`config.mk`:
```
export PLATFORM = sky130hd
export DESIGN_NAME = chan_book_csr
export DESIGN_NICKNAME = d
export VERILOG_FILES = /design/src/rtl/chanbook_pkg.sv /design/src/rtl/chb_sync.sv /design/src/rtl/chb_booking.sv /design/src/rtl/chb_irq.sv /design/src/rtl/chan_book_csr.sv
export SDC_FILE = /design/constraint.sdc
export NUM_CORES = 1
export LEC_CHECK = 0
export CAP_MARGIN = 25
export CORE_ASPECT_RATIO = 1.75
export CORE_MARGIN = 2
export CORE_UTILIZATION = 55
export DETAILED_ROUTE_END_ITERATION = 16
export DONT_BUFFER_PORTS = 1
export GPL_TIMING_DRIVEN = 0
export PLACE_DENSITY = 0.76
export REMOVE_ABC_BUFFERS = 1
export SLEW_MARGIN = 25
export SYNTH_ARGS = -nofsm -noshare
export SYNTH_HDL_FRONTEND = slang
export SYNTH_SLANG_ARGS = --single-unit
```
`constraint.sdc`:
```
create_clock -name clk -period 1.9 [get_ports clk]
set_input_delay 0.57 -clock clk [delete_from_list [all_inputs] [get_ports clk]]
set_output_delay 0.57 -clock clk [all_outputs]
set_load 0.02 [all_outputs]
```
`src/rtl/chanbook_pkg.sv`:
```
package chanbook_pkg;
  localparam int CSR_W   = 16;
  localparam int B_BUSY  = 0;
  localparam int B_RDY   = 4;
  localparam int B_INTEN = 7;
  localparam int B_HOME  = 8;
  localparam int B_FULL  = 9;
  localparam int B_FLT   = 10;
  localparam int B_GO    = 11;
  localparam int B_RUN   = 12;
  localparam int B_MAN   = 13;
  // constant bits: which positions are fixed, and their values
  localparam logic [CSR_W-1:0] FIXED_MASK = 16'hC06E;
  localparam logic [CSR_W-1:0] FIXED_ONES = 16'h400C;

  typedef enum logic {SEL_CSR = 1'b0, SEL_MASK = 1'b1} sel_e;

  typedef struct packed {
    logic man;
    logic run;
    logic go;
    logic inten;
  } ctrl_t;
endpackage

```
`src/rtl/chb_sync.sv`:
```
module chb_sync #(
  parameter int WIDTH = 4,
  parameter int STAGES = 2,
  parameter logic [WIDTH-1:0] RST_VAL = '0
) (
  input  logic             clk,
  input  logic             rst,
  input  logic [WIDTH-1:0] d,
  output logic [WIDTH-1:0] q
);
  logic [WIDTH-1:0] stg [STAGES];

  for (genvar i = 0; i < STAGES; i++) begin : g_stage
    if (i == 0) begin : g_first
      always_ff @(posedge clk) begin
        if (rst) stg[0] <= RST_VAL;
        else     stg[0] <= d;
      end
    end else begin : g_next
      always_ff @(posedge clk) begin
        if (rst) stg[i] <= RST_VAL;
        else     stg[i] <= stg[i-1];
      end
    end
  end

  assign q = stg[STAGES-1];
endmodule

```
`src/rtl/chb_booking.sv`:
```
module chb_booking (
  input  logic clk,
  input  logic rst,
  input  logic rd_stb,
  input  logic rd_csr,
  input  logic release_req,
  output logic busy
);
  logic rd_q;
  logic rd_csr_q;
  logic rd_fall;

  assign rd_fall = rd_q & ~rd_stb & rd_csr_q;

  always_ff @(posedge clk) begin
    if (rst) begin
      rd_q     <= 1'b0;
      rd_csr_q <= 1'b0;
      busy     <= 1'b0;
    end else begin
      rd_q <= rd_stb;
      if (rd_stb) rd_csr_q <= rd_csr;
      if (release_req)  busy <= 1'b0;
      else if (rd_fall) busy <= 1'b1;
    end
  end

  // booking only follows a falling read strobe
  assert_book_after_fall_R3: assert property (@(posedge clk) disable iff (rst)
    $rose(busy) |-> (!$past(rd_stb) && $past(rd_stb, 2)));

  // release only by a release write
  assert_release_by_write_R4: assert property (@(posedge clk) disable iff (rst)
    $fell(busy) |-> $past(release_req));

  // release wins over a simultaneous booking
  assert_release_wins_R12: assert property (@(posedge clk) disable iff (rst)
    release_req |=> !busy);
endmodule

```
`src/rtl/chb_irq.sv`:
```
module chb_irq
  import chanbook_pkg::*;
(
  input  logic             clk,
  input  logic             rst,
  input  logic             mask_we,
  input  logic [CSR_W-1:0] wr_data,
  input  logic [CSR_W-1:0] csr_view,
  input  logic             inten,
  output logic [CSR_W-1:0] mask,
  output logic             irq
);
  always_ff @(posedge clk) begin
    if (rst) begin
      mask <= '0;
      irq  <= 1'b0;
    end else begin
      if (mask_we) mask <= wr_data;
      irq <= inten & (|(csr_view & mask));
    end
  end

  // request only with the enable bit set one edge earlier
  assert_irq_needs_enable_R10: assert property (@(posedge clk) disable iff (rst)
    irq |-> $past(inten));
endmodule

```
`src/rtl/chan_book_csr.sv`:
```
module chan_book_csr
  import chanbook_pkg::*;
#(
  parameter int SYNC_STAGES = 2
) (
  input  logic             clk,
  input  logic             rst,
  input  logic             rd_stb,
  input  logic             wr_stb,
  input  logic             reg_sel,
  input  logic [CSR_W-1:0] wr_data,
  output logic [CSR_W-1:0] rd_data,
  input  logic             home_open,
  input  logic             full_open,
  input  logic             deadstop_open,
  input  logic             drive_ok,
  output logic             irq
);
  localparam int NSTAT = 4;

  logic [NSTAT-1:0] st_q;
  logic             busy;
  ctrl_t            ctrl;
  logic [CSR_W-1:0] csr_view;
  logic [CSR_W-1:0] mask;
  logic             csr_we;
  logic             home_b, full_b, flt_b;

  assign csr_we = wr_stb & (sel_e'(reg_sel) == SEL_CSR);

  // order: {drive_ok, deadstop_open, full_open, home_open}
  chb_sync #(.WIDTH(NSTAT), .STAGES(SYNC_STAGES), .RST_VAL(4'b1000)) u_sync (
    .clk (clk),
    .rst (rst),
    .d   ({drive_ok, deadstop_open, full_open, home_open}),
    .q   (st_q)
  );

  assign home_b = st_q[0] & st_q[2];
  assign full_b = st_q[1] & st_q[2];
  assign flt_b  = ~st_q[3];

  chb_booking u_book (
    .clk         (clk),
    .rst         (rst),
    .rd_stb      (rd_stb),
    .rd_csr      (sel_e'(reg_sel) == SEL_CSR),
    .release_req (csr_we & wr_data[B_BUSY]),
    .busy        (busy)
  );

  always_ff @(posedge clk) begin
    if (rst) begin
      ctrl <= '0;
    end else if (csr_we) begin
      ctrl.man   <= wr_data[B_MAN];
      ctrl.run   <= wr_data[B_RUN];
      ctrl.go    <= wr_data[B_GO];
      ctrl.inten <= wr_data[B_INTEN];
    end
  end

  always_comb begin
    csr_view          = FIXED_ONES;
    csr_view[B_BUSY]  = busy;
    csr_view[B_RDY]   = ~busy;
    csr_view[B_INTEN] = ctrl.inten;
    csr_view[B_HOME]  = home_b;
    csr_view[B_FULL]  = full_b;
    csr_view[B_FLT]   = flt_b;
    csr_view[B_GO]    = ctrl.go;
    csr_view[B_RUN]   = ctrl.run;
    csr_view[B_MAN]   = ctrl.man;
  end

  chb_irq u_irq (
    .clk      (clk),
    .rst      (rst),
    .mask_we  (wr_stb & (sel_e'(reg_sel) == SEL_MASK)),
    .wr_data  (wr_data),
    .csr_view (csr_view),
    .inten    (ctrl.inten),
    .mask     (mask),
    .irq      (irq)
  );

  always_ff @(posedge clk) begin
    if (rst)         rd_data <= '0;
    else if (rd_stb) rd_data <= (sel_e'(reg_sel) == SEL_MASK) ? mask : csr_view;
  end

  // constant bits seen at the port after every status read
  assert_fixed_bits_R5: assert property (@(posedge clk) disable iff (rst)
    $past(rd_stb && reg_sel == 1'b0) |-> ((rd_data & FIXED_MASK) == FIXED_ONES));

  // ready and busy opposite at the port
  assert_rdy_not_busy_R2: assert property (@(posedge clk) disable iff (rst)
    $past(rd_stb && reg_sel == 1'b0) |-> (rd_data[B_RDY] != rd_data[B_BUSY]));
endmodule

```
-- Word level (Yosys, flattened, before mapping)
Memory sizes are Yosys's and may differ from the RTL's.
Index checks and enable logic that the tools add are counted.
- muxes and demuxes: 6
- bitwise logic cells: 15
- reductions and logical operators: 2
- operators by type and width (kind ; number):
    15-bit by 16-bit AND with 16-bit output ; 1
    16-bit 2-to-1 mux ; 1
    16-bit OR reduction ; 1
    1-bit AND ; 8
    4-bit 2-to-1 mux ; 2
    1-bit NOT ; 4
    1-bit 2-to-1 mux ; 3
    1-bit bitwise OR ; 2
    2-bit OR reduction ; 1
- register bits after elaboration: 40
- RAM bits: 8
- output and inout port bits: 17
- logic and storage cells: 34
- memories: 1
- memories (name ; words ; width ; read ports ; clocked after Yosys merged registers in ; wr ports ; line ; text):
    u_sync.stg ; 2 ; 4 ; 2 ; 0 ; 2 ; chb_sync.sv:11 ; logic [WIDTH-1:0] stg [STAGES];

-- Longest topological paths before layout
An unclocked memory read counts as a cell.
- depth after elaboration: 5
- gate-level depth with buffers: 5
- gate-level depth less buffers: 3

-- Modules after synthesis
Synthesis repeated with hierarchy kept, for this count alone.
- cell total of the unflattened synthesis: 185
- area, all modules: 1906.8 um2
- modules (own cells, without submodules) (module ; times used ; cells an instance ; area an instance (um2) ; seq. area each (um2)):
    chan_book_csr ; 1 ; 97 ; 882.1 ; 400.4
    chb_irq ; 1 ; 63 ; 698.2 ; 340.3
    chb_sync ; 1 ; 16 ; 210.2 ; 160.2
    chb_booking ; 1 ; 9 ; 116.4 ; 60.1

-- Worst setup path before layout
No wires, ideal clock.
- path type: input to register
- start point: input port rst
- end point: register ctrl (netlist bit csr_view[11])
- setup time: 0.128 ns
- arrival time: 1.168 ns
- required time: 1.772 ns
- setup slack: 0.604 ns
- stages on the path: 3
- cells stage by stage: clkbuf_1 > clkbuf_1 > nor2_1
- RTL lines (item ; line ; text):
    start, declared ; chan_book_csr.sv:7 ; input logic rst,
    end, declared ; chan_book_csr.sv:23 ; ctrl_t ctrl;
No word-level cell between the ends.

-- Worst setup path after layout
- start point: register u_irq.mask[7]
- end point: register u_irq.irq
- cells in the longest elaborated chain, start to end: 3
- RTL lines (item ; line ; text):
    start, declared ; chb_irq.sv:10 ; output logic [CSR_W-1:0] mask,
    start signal, assigned ; chb_irq.sv:18 ; if (mask_we) mask <= wr_data;
    15-bit by 16-bit AND with 16-bit output ; chb_irq.sv:19 ; irq <= inten & (|(csr_view & mask));
    16-bit OR reduction ; chb_irq.sv:19 ;
    1-bit AND ; chb_irq.sv:19 ;
    end signal, assigned ; chb_irq.sv:19 ;
    end, declared ; chb_irq.sv:11 ; output logic irq
Every way passes these cells.
A chain may end at the register's enable or synchronous reset.

==> summary.txt <==
GRT
  • Initial antenna violation count: 0
  • GRT Total Usage: 20.2%
  • First-pass GRT wire length: 5.37 mm
  • Largest net degree at the start of global routing: 49
  • Vias in the first global route: 1219
  • GR met1 Demand/Resource: 22.8%
  • Gr busiest metal: met2
  • Grt ovf: 0
  • M2 GR Usage: 32.4%
  • Met3 usage: 7.36%

CTS
  • CTS sink count: 48
  • Worst skew pair latency: 300 ps
  • Clk pin slew, worst setup/hold paths: 90 ps
  • H-Tree Depth: 2
  • Hold-fix buffers at CTS: 0
  • Max clock buf depth: 2
  • TritonCTS Buffers: 5
  • CTS resizes: 0
  • Number of post-CTS setup repair buffers: 0
  • Clk root buf: clkbuf_8
  • CTS tree: yes

Power and ir drop
  • Leakage power figure: 0.684 nW
  • VDD IR max: 0.000632 V
  • PwrDens: 980 nW/um^2

Logic synthesis
  • Synth Warn #: 0
  • Synth Cell Area: 1750 sq um
  • Post-synth cell types: 24
  • Async S/R FF share, synth: 0%
  • Post-Syn Instances: 198
  • Register area share after synthesis: 54.9%
  • Top_reg_cell synth: dfxtp_1
  • FF+latch count, synth: 48
  • EDFF count, synth: 0
  • Post-synthesis area per instance: 8.83 sq um

Timing
  • Unrepaired setup endpoints after global routing: no
  • Slew Limit Fails: 0
  • Final Cycle Share: 71.4%
  • Post-route setup slack: 543 ps
  • Setup TNS: 0 ps
  • Slew headroom: 59.1%
  • Final hold vios: 0
  • Clk_skew: 8.10 ps
  • Final setup fails: 0
  • Max Fclk: 737 MHz
  • Worst Max-Slew Pin Slew: 613 ps
  • Final Critical Period: 1360 ps

Worst setup path
  • Launch point of the worst reg-to-reg path: u_irq.mask[7]$_SDFFE_PP0P_
  • CP max FO: 3
  • Top cell family by delay on the critical path: simple AND/OR/NAND/NOR gates
  • WP data required: 2080 ps
  • Worst path arrival time: 1530 ps
  • CP Cell Sequence: or4_1, a211oi_2, a41oi_1
  • Setup crit end kind: flip-flop
  • Worst path buffer plus inverter count: 0
  • Critical Path Source Type: flip-flop
  • Critical Path Source: u_irq.mask[7]$_SDFFE_PP0P_
  • Slowest stage delay, CP: 540 ps
  • Critical path class: flip-flop to flip-flop
  • Worst path slowest cell: or4_1

Floorplan
  • DIE WIDTH: 46.6 um
  • Cell row count: 27
  • Starting density of the core: 56.3%
  • Core Region: 3110 sq um
  • Height of the die: 78.6 um
  • Total Die Area: 3670 sq um
  • # IOs: 42

Routing
  • Drt wl/cell: 14.2 um
  • Final wirelength: 3.34 mm
  • TritonRoute pass-1 iters: 4
  • DR iter-0 viols: 27
  • Drc violations: 0
  • Vias: 1277
  • DRT antenna net count: 0
  • Via/cell ratio: 5.43

Placed design
  • Detailed Place HPWL: 2.25 mm
  • IO buf count: 0
  • Dpl ws: 446 ps
  • Final Wtd Congestion: 0.785

Cells and area
  • Antenna Cells: 0
  • Share of cells above drive strength 1: 5.21%
  • Multi-input gate area: 704 sq um
  • Nets@finish: 216
  • Commonest non-fill, non-tap cell in the layout: dfxtp_1
  • Most frequent cells in the layout: 48 x dfxtp_1, 41 x nand2_1, 22 x a21oi_1, 18 x nor2_1, 9 x mux2i_1
  • Layout fillers: 293
  • Reg area: 961 sq um
  • Area growth, synth to finish: 4.86%

Run status
  • Status: complete, no violations

Min path
  • Hold Startpoint: rst
  • Worst min path class: input pin to flip-flop

Run
  • Maxcap violations: 0
metal layers:
layer,vias to the layer above,wire [um]
li1,648,-
met1,584,1300
met2,38,1770
met3,7,230
met4,0,43
met5,-,0
Yosys cell counts, drive strengths merged (2+ instances only):
| cell type | number | area [sq um] |
|---|---|---|
| clkbuf | 9 | 33.8 |
| a311oi | 6 | 52.6 |
| mux2i | 9 | 90.1 |
| nand2b | 3 | 18.8 |
| a22oi | 2 | 15.0 |
| dfxtp | 48 | 961 |
| nor2b | 7 | 43.8 |
| nand2 | 41 | 154 |
| buf | 5 | 27.5 |
| or2 | 2 | 12.5 |
| nand3 | 6 | 30.0 |
| nor2 | 18 | 67.6 |
| inv | 6 | 22.5 |
| a211oi | 8 | 65.1 |
| a21oi | 22 | 110 |
registers in the layout, indices dropped and copies added, names as in the netlist:
name and cells:
u_irq.irq 1, u_book.rd_q 1, u_book.busy 1, csr_view 4, u_book.rd_csr_q 1, u_sync.stg 8, u_irq.mask 16, rd_data 16
power by group:
group	switching [mW]	internal, mW	total, mW
registers	0.0503	1.05	1.10
logic	0.0467	0.0455	0.0922
clock network	0.312	0.290	0.602
total	0.409	1.39	1.80
cell type report:
type	instances	share of cell area [%]
clock buffers	6	4.50
clock inverters	2	0.546
inverters	6	1.23
multi-input cells	130	38.4
flip-flops and latches	48	52.4
well taps	43	2.93
through the flow:
step	utilization (%)	hold WS [ps]	instance area [sq um]	total power, mW	std cells
global placement	56.0	386	1740	1.21	227
detailed placement	56.0	409	1740	1.22	227
floorplan	-	383	1690	1.20	184
CTS	59.0	324	1830	1.82	235
finish	59.0	332	1830	1.80	235
global route	59.0	315	1830	1.88	235
worst paths after layout:
path,end,slack [ps],cells past startpoint
setup / recovery,u_irq.irq$_SDFF_PP0_,540,3
hold / removal,u_book.rd_q$_SDFF_PP0_,330,1
setup reg to reg,u_irq.irq$_SDFF_PP0_,540,3
hold reg to reg,u_sync.stg[1][3]$_SDFF_PP1_,430,1
cell families after synthesis:
family,Yosys count,synth area share (%)
compound gates,42,15.7
buf+inv,20,4.79
flops,48,54.9
mux,9,5.15
simple gates,79,19.5
Power figures use the tool's default switching activity.
